===== config.mk =====
export PLATFORM = sky130hd
export DESIGN_NAME = digit_scan_strobe
export DESIGN_NICKNAME = d
export VERILOG_FILES = /design/src/rtl/digit_scan_pkg.sv /design/src/rtl/dss_scan_timer.sv /design/src/rtl/dss_strobe_seq.sv /design/src/rtl/dss_range_ctrl.sv /design/src/rtl/digit_scan_strobe.sv
export SDC_FILE = /design/constraint.sdc
export NUM_CORES = 1
export LEC_CHECK = 0
export CORE_ASPECT_RATIO = 2
export CORE_MARGIN = 3
export CORE_UTILIZATION = 35
export CTS_CLUSTER_DIAMETER = 40
export DETAILED_ROUTE_END_ITERATION = 10
export GPL_ROUTABILITY_DRIVEN = 0
export SETUP_SLACK_MARGIN = 0.02
export SYNTH_ARGS = -nofsm -noshare
export SYNTH_HDL_FRONTEND = slang
export SYNTH_HIERARCHICAL = 1
export SYNTH_SLANG_ARGS = --single-unit

===== constraint.sdc =====
create_clock -name clk -period 3.5 [get_ports clk]
set_input_delay 0.7 -clock clk [delete_from_list [all_inputs] [get_ports clk]]
set_output_delay 0.7 -clock clk [all_outputs]
set_load 0.02 [all_outputs]

===== src/rtl/digit_scan_pkg.sv =====
`timescale 1ns/1ps
package digit_scan_pkg;
  localparam int unsigned BCD_W = 4;
  typedef logic [BCD_W-1:0] bcd_t;
endpackage


===== src/rtl/dss_scan_timer.sv =====
`timescale 1ns/1ps
module dss_scan_timer #(
  parameter int unsigned NUM_DIGITS   = 5,
  parameter int unsigned DIGIT_CYCLES = 200,
  parameter int unsigned LEAD_EXTRA   = 1,
  localparam int unsigned POS_W = (NUM_DIGITS > 1) ? $clog2(NUM_DIGITS) : 1,
  localparam int unsigned CNT_W = $clog2(DIGIT_CYCLES + LEAD_EXTRA + 1)
) (
  input  logic             clk,
  input  logic             rst_n,
  input  logic             eoc_i,
  output logic [POS_W-1:0] pos_o,
  output logic [CNT_W-1:0] cnt_o
);
  localparam logic [POS_W-1:0] TOP_POS   = POS_W'(NUM_DIGITS - 1);
  localparam logic [CNT_W-1:0] LAST_LEAD = CNT_W'(DIGIT_CYCLES + LEAD_EXTRA - 1);
  localparam logic [CNT_W-1:0] LAST_REG  = CNT_W'(DIGIT_CYCLES - 1);

  logic [POS_W-1:0] pos_q, pos_d;
  logic [CNT_W-1:0] cnt_q, cnt_d;
  logic [CNT_W-1:0] slot_last;
  logic             slot_end;

  always_comb begin
    slot_last = (pos_q == TOP_POS) ? LAST_LEAD : LAST_REG;
    slot_end  = (cnt_q == slot_last);
    pos_d     = pos_q;
    cnt_d     = cnt_q + CNT_W'(1);
    if (eoc_i) begin
      pos_d = TOP_POS;
      cnt_d = '0;
    end else if (slot_end) begin
      cnt_d = '0;
      pos_d = (pos_q == '0) ? TOP_POS : pos_q - POS_W'(1);
    end
  end

  always_ff @(posedge clk or negedge rst_n) begin
    if (!rst_n) begin
      pos_q <= TOP_POS;
      cnt_q <= '0;
    end else begin
      pos_q <= pos_d;
      cnt_q <= cnt_d;
    end
  end

  assign pos_o = pos_q;
  assign cnt_o = cnt_q;
endmodule


===== src/rtl/dss_strobe_seq.sv =====
`timescale 1ns/1ps
module dss_strobe_seq #(
  parameter int unsigned NUM_DIGITS = 5,
  parameter int unsigned CNT_W      = 8,
  parameter int unsigned STROBE_AT  = 100,
  localparam int unsigned LEFT_W = $clog2(NUM_DIGITS + 1)
) (
  input  logic             clk,
  input  logic             rst_n,
  input  logic             eoc_i,
  input  logic [CNT_W-1:0] cnt_i,
  output logic             strobe_cyc_o,
  output logic             last_strobe_o
);
  localparam logic [LEFT_W-1:0] FULL_LOAD = LEFT_W'(NUM_DIGITS);
  localparam logic [CNT_W-1:0]  MID_SLOT  = CNT_W'(STROBE_AT);

  logic [LEFT_W-1:0] left_q, left_d;
  logic              left_en;
  logic              fire;

  always_comb begin
    fire    = (left_q != '0) && (cnt_i == MID_SLOT);
    left_en = eoc_i | fire;
    left_d  = eoc_i ? FULL_LOAD : left_q - LEFT_W'(1);
  end

  always_ff @(posedge clk or negedge rst_n) begin
    if (!rst_n) begin
      left_q <= '0;
    end else if (left_en) begin
      left_q <= left_d;
    end
  end

  assign strobe_cyc_o  = fire;
  assign last_strobe_o = fire && (left_q == LEFT_W'(1));
endmodule


===== src/rtl/dss_range_ctrl.sv =====
`timescale 1ns/1ps
module dss_range_ctrl (
  input  logic clk,
  input  logic rst_n,
  input  logic eoc_i,
  input  logic ovr_i,
  input  logic ref_start_i,
  input  logic last_strobe_i,
  output logic ovr_o,
  output logic blank_o
);
  logic ovr_q, ovr_d, ovr_en;
  logic blank_q, blank_d, blank_en;

  always_comb begin
    ovr_en   = eoc_i | ref_start_i;
    ovr_d    = eoc_i ? ovr_i : 1'b0;
    blank_en = eoc_i | ref_start_i | (last_strobe_i & ovr_q);
    blank_d  = !(eoc_i | ref_start_i);
  end

  always_ff @(posedge clk or negedge rst_n) begin
    if (!rst_n) begin
      ovr_q   <= 1'b0;
      blank_q <= 1'b0;
    end else begin
      if (ovr_en)   ovr_q   <= ovr_d;
      if (blank_en) blank_q <= blank_d;
    end
  end

  assign ovr_o   = ovr_q;
  assign blank_o = blank_q;
endmodule


===== src/rtl/digit_scan_strobe.sv =====
`timescale 1ns/1ps
module digit_scan_strobe #(
  parameter int unsigned NUM_DIGITS   = 5,
  parameter int unsigned DIGIT_CYCLES = 200,
  parameter int unsigned LEAD_EXTRA   = 1,
  parameter int unsigned STROBE_AT    = DIGIT_CYCLES / 2
) (
  input  logic                                         clk,
  input  logic                                         rst_n,
  input  logic [NUM_DIGITS*digit_scan_pkg::BCD_W-1:0]  digits_i,
  input  logic                                         eoc_i,
  input  logic                                         ovr_i,
  input  logic                                         ref_start_i,
  output logic [NUM_DIGITS-1:0]                        digit_o,
  output logic [digit_scan_pkg::BCD_W-1:0]             bcd_o,
  output logic                                         strobe_n_o
);
  import digit_scan_pkg::*;

  localparam int unsigned POS_W = (NUM_DIGITS > 1) ? $clog2(NUM_DIGITS) : 1;
  localparam int unsigned CNT_W = $clog2(DIGIT_CYCLES + LEAD_EXTRA + 1);

  logic [POS_W-1:0] pos;
  logic [CNT_W-1:0] cnt;
  logic             strobe_cyc;
  logic             last_strobe;
  logic             ovr;
  logic             blank;
  bcd_t             dig_arr [NUM_DIGITS];
  bcd_t             sel_bcd;

  dss_scan_timer #(
    .NUM_DIGITS  (NUM_DIGITS),
    .DIGIT_CYCLES(DIGIT_CYCLES),
    .LEAD_EXTRA  (LEAD_EXTRA)
  ) timer_i (
    .clk  (clk),
    .rst_n(rst_n),
    .eoc_i(eoc_i),
    .pos_o(pos),
    .cnt_o(cnt)
  );

  dss_strobe_seq #(
    .NUM_DIGITS(NUM_DIGITS),
    .CNT_W     (CNT_W),
    .STROBE_AT (STROBE_AT)
  ) strobe_i (
    .clk          (clk),
    .rst_n        (rst_n),
    .eoc_i        (eoc_i),
    .cnt_i        (cnt),
    .strobe_cyc_o (strobe_cyc),
    .last_strobe_o(last_strobe)
  );

  dss_range_ctrl range_i (
    .clk          (clk),
    .rst_n        (rst_n),
    .eoc_i        (eoc_i),
    .ovr_i        (ovr_i),
    .ref_start_i  (ref_start_i),
    .last_strobe_i(last_strobe),
    .ovr_o        (ovr),
    .blank_o      (blank)
  );

  for (genvar g = 0; g < NUM_DIGITS; g++) begin : g_digit
    assign dig_arr[g] = bcd_t'(digits_i[g*BCD_W +: BCD_W]);
    assign digit_o[g] = (pos == POS_W'(g)) && !blank;
  end

  always_comb begin
    sel_bcd = '0;
    for (int k = 0; k < NUM_DIGITS; k++) begin
      if (pos == POS_W'(k)) sel_bcd = dig_arr[k];
    end
  end

  assign bcd_o      = ovr ? '0 : sel_bcd;
  // low only during the low half of the strobe cycle
  assign strobe_n_o = !(strobe_cyc && !clk);
endmodule


==> Yosys cells after proc, flatten, opt, wreduce, memory -nomap -nowiden <==
Cells that the tools add are included.
{ "totals": {"reg_bits": 16, "wordCells": 48, "ram_bits": 0, "memories": 0, "mem_bits_ro": 0, "latchBits": 0} }
{ "classes": {"n_mux": 14, "eq_ne": 7, "shifts": 0, "n_bitwise": 4, "n_reduce_logical": 15, "div_mod_pow": 0, "n_lt_le_gt_ge": 0, "n_addsub": 3, "n_mul": 0} }
{ "ops": {"columns": ["operator", "n"], "rows": [
  ["$mux W4", 7],
  ["$mux W8", 2],
  ["$mux W3", 4],
  ["$add A8 B1 Y8 const B", 1],
  ["$eq A8 B7 Y1 const B", 1],
  ["$eq A8 B8 Y1", 1],
  ["$logic_and A1 B1 Y1", 8],
  ["$eq A3 B1 Y1 const B", 2],
  ["$eq A3 B2 Y1 const B", 2],
  ["$sub A3 B1 Y3 const B", 2],
  ["$logic_not A1 Y1", 4],
  ["$eq A3 B3 Y1 const B", 1],
  ["$logic_not A3 Y1", 1],
  ["$or A1 B1 Y1", 3],
  ["$reduce_bool A3 Y1", 1],
  ["$reduce_bool A2 Y1", 1],
  ["$and A1 B1 Y1", 1],
  ["$mux W1", 1]
]} }

==> Longest topological paths before layout <==
Gate-level depths: netlist of run 1.
{ "depth": {"ltp_word": 7, "ltp_mapped": 8} }

==> Cells and area by module <==
Netlist of run 1, hierarchy kept.
{ "by_module_without_submodules": {"columns": ["mod", "instances", "area_each_um2", "cells_per_inst"], "rows": [
  ["dss_scan_timer", 1, 579.3, 52],
  ["digit_scan_strobe", 1, 255.2, 36],
  ["dss_strobe_seq", 1, 246.5, 24],
  ["dss_range_ctrl", 1, 78.8, 7]
]} }

==> results of run 1 <==
==> critical path, stage by stage <==
cell             delay (ns)
clkbuf_8               0.11
clkbuf_8               0.11
nand2b_1               0.13
clkdlybuf4s50_1        0.53
==> Yosys cell counts, drive strengths merged, types with 2 or more instances <==
cell,n
a21o,2
a21oi,2
a311oi,6
a31oi,3
and2b,2
and3,2
and4bb,2
buf,3
dfrtp,15
ha,4
inv,3
mux2,5
mux2i,2
nand2,9
nand2b,3
nand3,6
nand4,2
nor2,20
nor3,2
nor4b,4
o21ai,5
xnor2,4
==> kinds of logic (layout without fill, tap and decap cells) <==
kind of cell    Yosys count  after routing
fa+ha+maj                 4              4
xor+xnor                  5              5
flops                    16             16
compound gates           20             20
buf+inv                   6             44
mux                       7              7
simple gates             61             61
==> metrics by stage <==
step	std cells	hold WS, ns
floorplan	119	0.4044
global placement	181	0.5521
detailed placement	181	0.5605
CTS	188	0.5859
global route	188	0.6297
finish	188	0.5838
==> routing by layer <==
metal	wire length, um	global-route usage	share of wire
met5	0	0	0
met2	1585	0.2889	0.55
met1	1053	0.1432	0.36
met3	244	0.05176	0.084
met4	21	0.09068	0.0072
==> final cells by class <==
type / instances / area, um2 / area share
Tap cell: 31 / 38.79 / 0.02416
Multi-Input combinational cell: 97 / 716.9 / 0.4466
Sequential cell: 16 / 401.6 / 0.2502
Inverter: 3 / 11.26 / 0.007015
Clock buffer: 8 / 106.4 / 0.06625
Timing Repair Buffer: 33 / 330.3 / 0.2058
==> flip-flops by register name (all words and copies together) (netlist names) <==
register,count
strobe_i/left_q,3
timer_i/pos_o,3
range_i/blank_o,1
timer_i/cnt_o,8
range_i/ovr_o,1
==> final timing paths <==
path,start,end,slack [ns],cells past startpoint
hold reg to reg,strobe_i/left_q[0]$_DFFE_PN0P_,strobe_i/left_q[0]$_DFFE_PN0P_,0.58,2
max in group asynchronous,rst_n,timer_i/pos_o[1]$_DFFE_PN0P_,2.23,1
min in group asynchronous,rst_n,strobe_i/left_q[0]$_DFFE_PN0P_,0.79,1
setup / recovery,clk,strobe_n_o,0.16,4
setup reg to reg,timer_i/pos_o[2]$_DFFE_PN1P_,timer_i/cnt_o[3]$_DFF_PN0_,1.79,4
hold / removal,strobe_i/left_q[0]$_DFFE_PN0P_,strobe_i/left_q[0]$_DFFE_PN0P_,0.58,2
==> where the power goes <==
part	total (mW)	leakage, nW	switching (mW)	internal [mW]
Combinational	0.0621	0.365	0.0225	0.0397
Clock	0.252	0.0555	0.0766	0.175
Sequential	0.198	0.206	0.00901	0.189
==> run metrics, run 1 <==
status completed; pwr dens about 320 nW/um2; global route total overflow 0; worst-skew pair later-pin latency 0.35 ns; setup violators final 0; Final TNS setup 0 ns; commonest non-fill, non-tap cell in the layout clkdlybuf4s50_1; hold_buf cts 0; DR iter-0 viols 12; Crit. End Element output port; DR WL/cell 15.45 um; Max Slew Vio Count 0; clock skew 0.003680 ns; ant diodes 0; largest cells by area after synthesis dfrtp_1 32%, nor2_1 6.1%, ha_1 4.3%; initial core utilization 0.3632; Overall Power 511.8 uW; clock-pin transition on the worst setup and hold timing paths 0.06 ns; worst slack, placed 0.4110 ns; FILL cells 305; worst vdd ir between 200 and 250 uV; Critical Path Start Type clock port; via count 1,078; P_leak 0.6265 nW; Synth cell types 46; largest net degree at the start of global routing 20; initial antenna violation count 0; width of the die 46.71 um; CP Max Fanout 2; Relative slew margins 0.4954; share of cells above drive strength 1 0.1656; Crit Path Class clock port to output port; DP Wirelength ~2200 um; simple-gate share of the synthesized area 0.3312; syn_area_per_cell approximately 9.7 um2; number of port buffers 34; xor/xnor share of the synthesized area 0.03776; YS warnings 6; First-pass DRT Iterations 4; core box area 3193 um2; mux contribution to synthesized area 0.06904; Post-Synth Adder-Cell Area 0.04315; largest area contributor in the netlist dfrtp_1; first-pass GRT wire length 4692 um; Arrival @ worst endpoint ~2.6 ns; # nets final 187; Seq/Total Area, Yosys 0.3463; drt total wl a little under 3000 um; Post-synth ARST share 1.000; Post-DRT Antenna Nets 0; worst-margin pin slew 0.7545 ns; Placed Area 1509 um2; Max Cap Viol 0; largest family of logic cells by synthesized area simple AND/OR/NAND/NOR gates; Area Growth Syn to Fin 38.40%; # rows 29; Worst Hold Class register to register; Mapped Area 1160 um2; Post-synth top flop dfrtp_1; RSZ-0062 raised after global routing false; #FFs+latches synth 16; postcts setup bufs 0; syn nets 148; CTS tree done; die extent in y 87.41 um; Final Cell Area about 1600 um2; worst setup margin around 0.16 ns; Die ar. 4082 um2; Final Hold Fails 0; CP required 2.80 ns; Post-Syn Instances about 120; most frequent cells in the layout 34 x clkdlybuf4s50_1, 19 x nor2_1, 15 x dfrtp_1, 8 x nand2_1, 7 x clkbuf_8; Post-synth EDFFs 0; global router's overall resource usage 0.1598; average via count per standard cell 5.734; drt drc 0; vias in the first global route ~1.1k; Final Util 0.5027; top-area cell type share of the netlist area 0.3236; cts repair resizes 0; Synth Area in Compound Gates 0.1370; I/O Pins 35
No activity file was read; power rests on OpenSTA's default activity.
==> run 2, diff against run 1 <==
--- a/config.mk
+++ b/config.mk
@@ -11,6 +11,7 @@
 export CTS_CLUSTER_DIAMETER = 40
 export DETAILED_ROUTE_END_ITERATION = 10
 export GPL_ROUTABILITY_DRIVEN = 0
+export HOLD_SLACK_MARGIN = 0.1
 export SETUP_SLACK_MARGIN = 0.02
 export SYNTH_ARGS = -nofsm -noshare
 export SYNTH_HDL_FRONTEND = slang
==> results of run 2 <==
The final DEF is identical to that of run 1; final timing and power are the same.
